[src/rtl/wde_pkg.sv]
package wde_pkg;
  localparam int unsigned NUM_STAGES = 5;
  localparam int unsigned SKIP_W     = 3;
  localparam int unsigned ADDR_W     = 5;
  localparam int unsigned DATA_W     = 32;

  localparam logic [ADDR_W-1:0] OFS_CFG  = 5'h00;
  localparam logic [ADDR_W-1:0] OFS_STAT = 5'h04;
  localparam logic [ADDR_W-1:0] OFS_CMD  = 5'h08;
  localparam logic [ADDR_W-1:0] OFS_KEY  = 5'h0C;
  localparam logic [ADDR_W-1:0] OFS_SKIP = 5'h10;

  localparam logic [15:0] UNLOCK_KEY = 16'hC45A;

  localparam int unsigned CFG_PERIODIC = 4;
  localparam int unsigned CFG_EN_LSB   = 12;
  localparam int unsigned CFG_THR_LSB  = 20;
  localparam int unsigned CFG_THR_W    = 3;
  localparam logic [DATA_W-1:0] CFG_RESET = 32'h0070_0000;
  localparam logic [DATA_W-1:0] CFG_MASK  = 32'h0071_F01F;

  typedef enum logic [2:0] {
    STG_LOCAL, STG_FAST, STG_REMOTE, STG_DEBUG, STG_POR
  } stage_e;

  function automatic logic [DATA_W-1:0] skip_mask_f();
    logic [DATA_W-1:0] m;
    m = '0;
    for (int i = 0; i < int'(NUM_STAGES); i++) m[4*i +: SKIP_W] = '1;
    return m;
  endfunction

  localparam logic [DATA_W-1:0] SKIP_MASK = skip_mask_f();
endpackage

[src/rtl/wde_regs.sv]
module wde_regs
  import wde_pkg::*;
#(
  parameter int unsigned SEL_W = 4
) (
  input  logic                       clk,
  input  logic                       rst_n,
  input  logic                       bus_we,
  input  logic [ADDR_W-1:0]          bus_addr,
  input  logic [DATA_W-1:0]          bus_wdata,
  output logic [DATA_W-1:0]          bus_rdata,
  input  logic                       running,
  input  logic                       irq_pending,
  output logic [SEL_W-1:0]           tick_sel,
  output logic                       periodic,
  output logic [NUM_STAGES-1:0]      stage_en,
  output logic [CFG_THR_W-1:0]       err_thr,
  output logic [NUM_STAGES*SKIP_W-1:0] skip_cnt,
  output logic                       cmd_start,
  output logic                       cmd_stop
);
  logic [DATA_W-1:0] cfg_q, skip_q;
  logic              key_ok_q;
  logic              wr_cfg, wr_cmd, wr_key, wr_skip;

  assign wr_cfg  = bus_we && (bus_addr == OFS_CFG);
  assign wr_cmd  = bus_we && (bus_addr == OFS_CMD);
  assign wr_key  = bus_we && (bus_addr == OFS_KEY);
  assign wr_skip = bus_we && (bus_addr == OFS_SKIP);

  always_ff @(posedge clk or negedge rst_n) begin
    if (!rst_n) begin
      cfg_q    <= CFG_RESET;
      skip_q   <= '0;
      key_ok_q <= 1'b0;
    end else begin
      if (wr_cfg && !running)  cfg_q  <= bus_wdata & CFG_MASK;
      if (wr_skip && !running) skip_q <= bus_wdata & SKIP_MASK;
      if (wr_key)      key_ok_q <= (bus_wdata[15:0] == UNLOCK_KEY);
      else if (wr_cmd) key_ok_q <= 1'b0;
    end
  end

  assign cmd_start = wr_cmd && bus_wdata[0];
  assign cmd_stop  = wr_cmd && bus_wdata[1] && key_ok_q;

  assign tick_sel = cfg_q[SEL_W-1:0];
  assign periodic = cfg_q[CFG_PERIODIC];
  assign stage_en = cfg_q[CFG_EN_LSB +: NUM_STAGES];
  assign err_thr  = cfg_q[CFG_THR_LSB +: CFG_THR_W];

  for (genvar i = 0; i < NUM_STAGES; i++) begin : g_skip
    assign skip_cnt[SKIP_W*i +: SKIP_W] = skip_q[4*i +: SKIP_W];
  end

  always_comb begin
    unique case (bus_addr)
      OFS_CFG:  bus_rdata = cfg_q;
      OFS_STAT: bus_rdata = {{(DATA_W-2){1'b0}}, irq_pending, running};
      OFS_SKIP: bus_rdata = skip_q;
      default:  bus_rdata = '0;
    endcase
  end

  // while running, config is frozen
  assert_cfg_locked_R10: assert property (@(posedge clk) disable iff (!rst_n)
    running |=> $stable(cfg_q));
  // skip is frozen too
  assert_skip_locked_R10: assert property (@(posedge clk) disable iff (!rst_n)
    running |=> $stable(skip_q));
endmodule

[src/rtl/wde_level.sv]
module wde_level #(
  parameter int unsigned NUM_TICKS = 16,
  parameter int unsigned SEL_W     = 4,
  parameter int unsigned LVL_W     = 6
) (
  input  logic                 clk,
  input  logic                 rst_n,
  input  logic [NUM_TICKS-1:0] tick_in,
  input  logic [SEL_W-1:0]     tick_sel,
  input  logic                 periodic,
  input  logic                 cmd_start,
  input  logic                 cmd_stop,
  output logic                 running,
  output logic [LVL_W-1:0]     lvl,
  output logic                 adv
);
  logic             line, prev_q, running_q;
  logic [LVL_W-1:0] lvl_q;

  assign line = tick_in[tick_sel];
  assign adv  = running_q && line && !prev_q && !(&lvl_q) && !cmd_stop
                && (periodic || (lvl_q == '0));

  always_ff @(posedge clk or negedge rst_n) begin
    if (!rst_n) begin
      prev_q    <= 1'b0;
      running_q <= 1'b0;
      lvl_q     <= '0;
    end else begin
      prev_q <= line;
      if (cmd_stop) begin
        running_q <= 1'b0;
        lvl_q     <= '0;
      end else if (adv) begin
        lvl_q <= lvl_q + LVL_W'(1);
      end
      if (cmd_start) running_q <= 1'b1;
    end
  end

  assign running = running_q;
  assign lvl     = lvl_q;

  // level moves by at most one per cycle unless stopped
  assert_level_step_R3: assert property (@(posedge clk) disable iff (!rst_n)
    !cmd_stop |=> (lvl_q == $past(lvl_q) || lvl_q == $past(lvl_q) + LVL_W'(1)));
  // a stop zeroes the level
  assert_stop_zeroes_R7: assert property (@(posedge clk) disable iff (!rst_n)
    cmd_stop |=> (lvl_q == '0));
  // counter halts only through an accepted stop
  assert_halt_by_stop_R6: assert property (@(posedge clk) disable iff (!rst_n)
    (running_q && !cmd_stop) |=> running_q);
endmodule

[src/rtl/wde_stages.sv]
module wde_stages
  import wde_pkg::*;
#(
  parameter int unsigned LVL_W = 6
) (
  input  logic                         clk,
  input  logic                         rst_n,
  input  logic [LVL_W-1:0]             lvl,
  input  logic                         adv,
  input  logic                         cmd_stop,
  input  logic [NUM_STAGES-1:0]        stage_en,
  input  logic [NUM_STAGES*SKIP_W-1:0] skip_cnt,
  output logic [NUM_STAGES-1:0]        fired
);
  logic [LVL_W-1:0] cum  [NUM_STAGES];
  logic [LVL_W-1:0] nxt;

  assign nxt = lvl + LVL_W'(1);

  for (genvar i = 0; i < NUM_STAGES; i++) begin : g_stage
    if (i == 0) begin : g_first
      assign cum[i] = LVL_W'(1) + LVL_W'(skip_cnt[SKIP_W*i +: SKIP_W]);
    end else begin : g_next
      assign cum[i] = cum[i-1] + LVL_W'(1) + LVL_W'(skip_cnt[SKIP_W*i +: SKIP_W]);
    end

    logic hit;
    assign hit = adv && stage_en[i] && (nxt == cum[i]);

    if (i <= int'(STG_REMOTE)) begin : g_irq
      always_ff @(posedge clk or negedge rst_n) begin
        if (!rst_n)        fired[i] <= 1'b0;
        else if (cmd_stop) fired[i] <= 1'b0;
        else if (hit)      fired[i] <= 1'b1;
      end
      // a stop clears interrupt stages
      assert_irq_clear_R7: assert property (@(posedge clk) disable iff (!rst_n)
        cmd_stop |=> !fired[i]);
    end else begin : g_rst
      always_ff @(posedge clk or negedge rst_n) begin
        if (!rst_n)   fired[i] <= 1'b0;
        else if (hit) fired[i] <= 1'b1;
      end
      // reset stages never drop outside reset
      assert_rst_sticky_R8: assert property (@(posedge clk) disable iff (!rst_n)
        fired[i] |=> fired[i]);
    end
  end

  // at most one stage newly fires per expiration
  assert_one_new_stage_R4: assert property (@(posedge clk) disable iff (!rst_n)
    $onehot0(fired & ~$past(fired)) || $past(cmd_stop));
endmodule

[src/rtl/wdog_escalate.sv]
module wdog_escalate
  import wde_pkg::*;
#(
  parameter int unsigned NUM_TICKS = 16,
  parameter int unsigned LVL_W     = 6
) (
  input  logic                 clk,
  input  logic                 rst_n,
  input  logic                 bus_we,
  input  logic [4:0]           bus_addr,
  input  logic [31:0]          bus_wdata,
  output logic [31:0]          bus_rdata,
  input  logic [NUM_TICKS-1:0] tick_in,
  output logic                 irq_local,
  output logic                 irq_fast,
  output logic                 irq_remote,
  output logic                 rst_debug,
  output logic                 rst_por,
  output logic                 err_out
);
  localparam int unsigned SEL_W = (NUM_TICKS > 1) ? $clog2(NUM_TICKS) : 1;

  logic [SEL_W-1:0]              tick_sel;
  logic                          periodic, running, adv, cmd_start, cmd_stop;
  logic [NUM_STAGES-1:0]         stage_en, fired;
  logic [CFG_THR_W-1:0]          err_thr;
  logic [NUM_STAGES*SKIP_W-1:0]  skip_cnt;
  logic [LVL_W-1:0]              lvl;
  logic                          irq_pending;

  assign irq_pending = |fired[int'(STG_REMOTE):0];

  wde_regs #(.SEL_W(SEL_W)) u_regs (
    .clk(clk), .rst_n(rst_n), .bus_we(bus_we), .bus_addr(bus_addr),
    .bus_wdata(bus_wdata), .bus_rdata(bus_rdata), .running(running),
    .irq_pending(irq_pending), .tick_sel(tick_sel), .periodic(periodic),
    .stage_en(stage_en), .err_thr(err_thr), .skip_cnt(skip_cnt),
    .cmd_start(cmd_start), .cmd_stop(cmd_stop)
  );

  wde_level #(.NUM_TICKS(NUM_TICKS), .SEL_W(SEL_W), .LVL_W(LVL_W)) u_level (
    .clk(clk), .rst_n(rst_n), .tick_in(tick_in), .tick_sel(tick_sel),
    .periodic(periodic), .cmd_start(cmd_start), .cmd_stop(cmd_stop),
    .running(running), .lvl(lvl), .adv(adv)
  );

  wde_stages #(.LVL_W(LVL_W)) u_stages (
    .clk(clk), .rst_n(rst_n), .lvl(lvl), .adv(adv), .cmd_stop(cmd_stop),
    .stage_en(stage_en), .skip_cnt(skip_cnt), .fired(fired)
  );

  assign irq_local  = fired[STG_LOCAL];
  assign irq_fast   = fired[STG_FAST];
  assign irq_remote = fired[STG_REMOTE];
  assign rst_debug  = fired[STG_DEBUG];
  assign rst_por    = fired[STG_POR];
  assign err_out    = (lvl >= LVL_W'(err_thr));

  // error can only rise on an expiration
  assert_err_rise_R9: assert property (@(posedge clk) disable iff (!rst_n)
    $rose(err_out) |-> ($past(adv) || $past(bus_we)));
endmodule

[config.mk]
export PLATFORM = sky130hd
export DESIGN_NAME = wdog_escalate
export DESIGN_NICKNAME = d
export VERILOG_FILES = /design/src/rtl/wde_pkg.sv /design/src/rtl/wde_regs.sv /design/src/rtl/wde_level.sv /design/src/rtl/wde_stages.sv /design/src/rtl/wdog_escalate.sv
export SDC_FILE = /design/constraint.sdc
export NUM_CORES = 1
export LEC_CHECK = 0
export BUFFER_PORTS_ARGS = -buffer_cell sky130_fd_sc_hd__buf_2
export CORE_MARGIN = 1
export CORE_UTILIZATION = 45
export DETAILED_ROUTE_END_ITERATION = 10
export PLACE_DENSITY_LB_ADDON = 0.08
export SLEW_MARGIN = 10
export SYNTH_ARGS = -nofsm -noshare
export SYNTH_HDL_FRONTEND = slang
export SYNTH_HIERARCHICAL = 1
export SYNTH_SLANG_ARGS = --single-unit
[constraint.sdc]
create_clock -name clk -period 5.2 [get_ports clk]
set_input_delay 0.78 -clock clk [delete_from_list [all_inputs] [get_ports clk]]
set_output_delay 0.78 -clock clk [all_outputs]
set_load 0.1 [all_outputs]
== Yosys cells after proc, flatten, opt, wreduce, memory -nomap -nowiden ==
Cells that the tools add are included.
Widths: inputs -> output; s select.
Word-level totals
  register bits: 42
  input bits: 56
  output and inout port bits: 38
  logic and storage cells: 87
Cells by class
  add/subtract/negate cells: 10
  order comparisons: 2
  eq/ne operators: 10
  mux-type cells: 15
  reduce and logical (&&, ||, !) cells: 39
Operators with widths (count)
  $pmux 23 s3: 1
  $add 6x1->6 const B: 5
  $eq 6x6->1: 5
  $add 6x3->6: 4
  $logic_and 1x1->1: 24
  $eq 16x16->1 const B: 1
  $mux 6: 2
  $reduce_bool 2->1: 6
  $mux 1: 11
  $eq 5x4->1 const B: 2
  $ge 6x3->1: 1
  $logic_not 6->1: 1
  $reduce_and 6->1: 1
  $eq 5x3->1 const B: 1
  $eq 5x5->1 const B: 1
  $logic_not 5->1: 1
  $lt 4x5->1 const B: 1
  $add 1x3->4 const A: 1
  $bmux 1 s4: 1
  $logic_not 1->1: 4
  $reduce_or 3->1: 1
  $logic_or 1x1->1: 1

== Depth between registers and ports, before layout ==
  depth after elaboration: 11
  mapped depth: 16
  gate-level depth less buffers: 16

== Cells and area by module ==
Netlist, hierarchy kept.
Modules (own cells, without submodules)
  wde_regs: instances 1, cells an instance 120, area an instance 1574.0 µm², seq. area each 729.4 µm²
  wde_stages: instances 1, cells an instance 146, area an instance 1236.2 µm², seq. area each 125.1 µm²
  wde_level: instances 1, cells an instance 52, area an instance 583.1 µm², seq. area each 200.2 µm²
  wdog_escalate: instances 1, cells an instance 11, area an instance 78.8 µm², seq. area each 0.0 µm²

== Worst setup path after synthesis ==
No wires, ideal clock.
  path kind: flip-flop to output port
  start point: register u_stages.fired[1]
  end point: output bus_rdata[1]
  arrival time: 4138 ps
  required time: 4420 ps
  slack: 282 ps
  cell stages (with the launch flop): 5
  path buffers: 0
  path through: dfrtp_1 -> or3_1 -> mux2i_1 -> a2bb2oi_1 -> nor4_1
Between the ends
  word-level cells in the longest chain between the ends: 2
RTL lines
  start, declared: line wde_stages.sv:13  | output logic [NUM_STAGES-1:0] fired
  start signal, assigned by index: line wde_stages.sv:32  | if (!rst_n) fired[i] <= 1'b0;
  start signal, assigned by index: line wde_stages.sv:33  | else if (cmd_stop) fired[i] <= 1'b0;
  start signal, assigned by index: line wde_stages.sv:34  | else if (hit) fired[i] <= 1'b1;
  $reduce_or 3->1: line wdog_escalate.sv:31  | assign irq_pending = |fired[int'(STG_REMOTE):0];
  net irq_pending: line wdog_escalate.sv:29  | logic irq_pending;
  $pmux 23 s3: line wde_regs.sv:57  | unique case (bus_addr)
  end, declared: line wdog_escalate.sv:12  | output logic [31:0] bus_rdata,
The timed path passes the listed nets, and every way through them passes these cells.

== Worst setup path after layout ==
  start point: register u_regs.skip_q[0]
  end point: register u_stages.fired[4]
Between the ends
  word-level cells in the longest chain between the ends: 11
RTL lines
  start, declared: line wde_regs.sv:22  | logic [DATA_W-1:0] cfg_q, skip_q;
  start signal, assigned: line wde_regs.sv:38  | if (wr_skip && !running) skip_q <= bus_wdata & SKIP_MASK;
  $add 1x3->4: line wde_stages.sv:22  | assign cum[i] = LVL_W'(1) + LVL_W'(skip_cnt[SKIP_W*i +: SKIP_W]);
  $add 6x1->6: line wde_stages.sv:24  | assign cum[i] = cum[i-1] + LVL_W'(1) + LVL_W'(skip_cnt[SKIP_W*i +: SKIP_W]);
  $add 6x3->6: line wde_stages.sv:24
  $add 6x1->6: line wde_stages.sv:24
  $add 6x3->6: line wde_stages.sv:24
  $add 6x1->6: line wde_stages.sv:24
  $add 6x3->6: line wde_stages.sv:24
  $add 6x1->6: line wde_stages.sv:24
  $add 6x3->6: line wde_stages.sv:24
  $eq 6x6->1: line wde_stages.sv:28  | assign hit = adv && stage_en[i] && (nxt == cum[i]);
  $logic_and 1x1->1: line wde_stages.sv:28
  end signal, assigned by index: line wde_stages.sv:41  | if (!rst_n) fired[i] <= 1'b0;
  end signal, assigned by index: line wde_stages.sv:42  | else if (hit) fired[i] <= 1'b1;
Every way passes these cells.
A chain may end at the register's enable or synchronous reset.

==> metrics <==
post-cts resize count 0; commonest non-fill, non-tap cell in the layout buf_2; Hold WC Path Type reg2reg; total power 2.24 mW; vias in the first global route 2,617; Cells on Worst Hold Path 1; clk slew on worst S/H paths 0.08 ns; Post-DRT Antenna Nets 0; H-tree level count 2; RD Place Congestion 0.845; gr usage total 20.6%; total grt overflow 0; WP data required 5.39 ns; clock latency on the worst-skew pair 0.30 ns; Vias 2,598; flops & latches, synth 42; Final Critical Period 4.22 ns; Setup crit end kind register; clk sinks 42; n_diodes 0; setup_tns 0 ns; largest net degree at the start of global routing between 40 and 50; status completed; hold buffer count at cts 0; hold wc startpoint u_stages/fired[4]; Post-synth ARST share 100%; Hold Vio Cnt, Final 0; Leakage Power 1.88 nW; relative slew slack between 30% and 40%; TritonCTS clock tree done; Max Clock Freq 237 MHz; antenna violations before repair 0; post-CTS setup buffers 0; first-pass GRT wire length between 10,000 and 15,000 microns; flop2flop setup slack 0.98 ns; Ports 94; clock root cell clkbuf_8; dominant delay contributor by cell family on the critical path adder cells; syn_area_per_cell 10.6 sq um; footprint of the multi-input gates 2200 sq um; die width 89.8 microns; PwrDens 573 nW/um^2; Max Root-Sink Buffers 2; Seq/Total Area, Yosys between 30% and 40%; worst setup path class reg2reg; CP max-delay cell fa_1; Filler Cells Inserted 705; crit path DAT 4.41 ns; Setup Skew 0.00483 ns; final layout net count 474; crit-path cells ha_1 -> fa_1 -> inv_1 -> fa_1 -> fa_1 -> nand2b_1 -> a211oi_1 -> or4b_1 -> nand3_2 -> xnor2_1 -> nor3_1 -> xor2_1 -> a31o_1; Post-synth EDFFs 0; endpoints failing setup 0; Gate Count Post-Synth 329; Slew Viols, Final 0; vias per inst 5.25; max_cap viols 0; Synth cell types 66; register area approximately 1100 sq um; YS warnings 6; hold endpoint u_stages/fired[4]; r2r worst-path depth 13; I/O Buffers 71; site row count 31; commonest non-fill, non-tap cells in the layout buf_2, dfrtp_1, xnor2_1; Top FF cell, synth dfrtp_1; core box area around 7400 sq um; DR WL/cell ~16 microns; Synth-to-Final Area Change 12.8%; die area around 8100 sq um; WP buf/inv 1; Initial Utilization 47.1%; Post-Route WL 7880 microns; RSZ-0062 raised after global routing false; share of post-route cells with drive strength above 1 32.3%; CTS Buf Count 5; fin crit share between 80 and 90%; # DRC 0; Initial DRT Pass Iterations 4; critical path's largest stage delay 0.60 ns; Critical R2R Capture u_stages/fired[4]; synthesized cell area 3470 sq um; CP max FO 6; Initial DRC Count 70; crit start category register; die height between 80 and 90 microns; Slew @ Worst Pin approximately 0.94 ns; Critical R2R Launch u_regs/skip_q[0]; Worst VDD drop 294 uV; cell mode on critical path fa_1; hpwl dp 6200 microns
-- per-stage QoR --
stage / cells / utilization [%] / worst slack [ns] / cell area, sq um / hold slack, ns
5_1_grt: 495 / 53.1 / 0.652 / 3920 / 0.518
4_1_cts: 495 / 53.1 / 0.934 / 3920 / 0.485
6_report: 495 / 53.1 / 0.976 / 3920 / 0.474
3_5_place_dp: 487 / 51.9 / 0.977 / 3820 / 0.463
3_3_place_gp: 487 / 51.9 / 1.03 / 3820 / 0.456
2_1_floorplan: 340 / - / 0.282 / 3510 / 0.462
-- logic make-up (layout without fill, tap and decap cells) --
family                   count (synthesis)  count (layout)  share of synthesized area [%]
XOR/XNOR                                39              39                           10.8
adder cells (fa/ha/maj)                 23              23                           9.15
buffers and inverters                   44             100                           7.31
other                                    1              12                          0.108
flip-flops                              42              42                           30.4
AO/OA/AOI/OAI                           46              46                           9.26
AND/OR/NAND/NOR                         95              95                           17.6
multiplexers                            39              39                           15.4
-- power breakdown --
group | internal [mW] | leakage, nW | switching (mW)
Combinational | 0.701 | 1.31 | 0.839
Sequential | 0.390 | 0.524 | 0.0889
Clock | 0.107 | 0.0472 | 0.117
Total | 1.20 | 1.88 | 1.05
-- cells in the mapped netlist (3+ instances only) --
master	count	area [sq um]
dfrtp_1	39	976
inv_1	20	75.1
mux2i_1	5	50.1
fa_1	4	80.1
nor2b_1	4	25.0
and2_1	8	50.1
buf_6	5	56.3
nor3_1	5	25.0
mux4_1	4	105
nand2b_1	5	31.3
xnor2_1	26	228
o21ai_0	6	30.0
o211ai_1	3	22.5
mux2_4	10	150
a22o_1	6	52.6
and3_1	8	50.1
nand3_1	9	45.0
dfstp_2	3	78.8
a21oi_1	12	60.1
nand3b_1	4	30.0
mux2_2	19	214
nor4_1	4	25.0
clkbuf_1	4	15.0
ha_1	19	238
nand4_1	5	31.3
xor2_1	10	87.6
nor3b_1	3	22.5
nor2_1	12	45.0
buf_4	13	97.6
nand2_1	8	30.0
-- layer usage --
layer | part of all wire, % | vias to the layer above | global-route usage [%]
met5 | 0 | - | 0
met3 | 3.5 | 8 | 3.64
li1 | - | 1288 | -
met2 | 50 | 56 | 35.9
met4 | 1.1 | 0 | 4.64
met1 | 45 | 1246 | 26.5
-- final cells by class --
| type | instances | area share, % |
|---|---|---|
| Inverter | 20 | 1.92 |
| Clock buffer | 6 | 2.11 |
| Clock inverter | 2 | 0.319 |
| Sequential cell | 42 | 26.9 |
| Tap cell | 99 | 3.16 |
| Multi-Input combinational cell | 254 | 56.3 |
| Timing Repair Buffer | 72 | 9.27 |
-- worst max path at each step --
stage	cells after the start	endpoint	from	slack [ns]
floorplan	4	bus_rdata[1]	u_stages/fired[1]	0.28
global placement	13	u_stages/fired[4]	u_regs/skip_q[0]	1.03
detailed placement	13	u_stages/fired[4]	u_regs/skip_q[0]	0.98
CTS	13	u_stages/fired[4]	u_regs/skip_q[0]	0.93
global route	13	u_stages/fired[4]	u_regs/skip_q[0]	0.65
finish	13	u_stages/fired[4]	u_regs/skip_q[0]	0.98
-- sequential cells by signal, indices dropped and copies added, names as in the netlist --
| name | flops |
|---|---|
| u_regs/cfg_q | 13 |
| u_regs/key_ok_q | 1 |
| u_regs/skip_q | 15 |
| u_level/lvl | 6 |
| u_stages/fired | 5 |
| u_level/running | 1 |
| u_level/prev_q | 1 |
No activity file was read; power rests on OpenSTA's default activity.
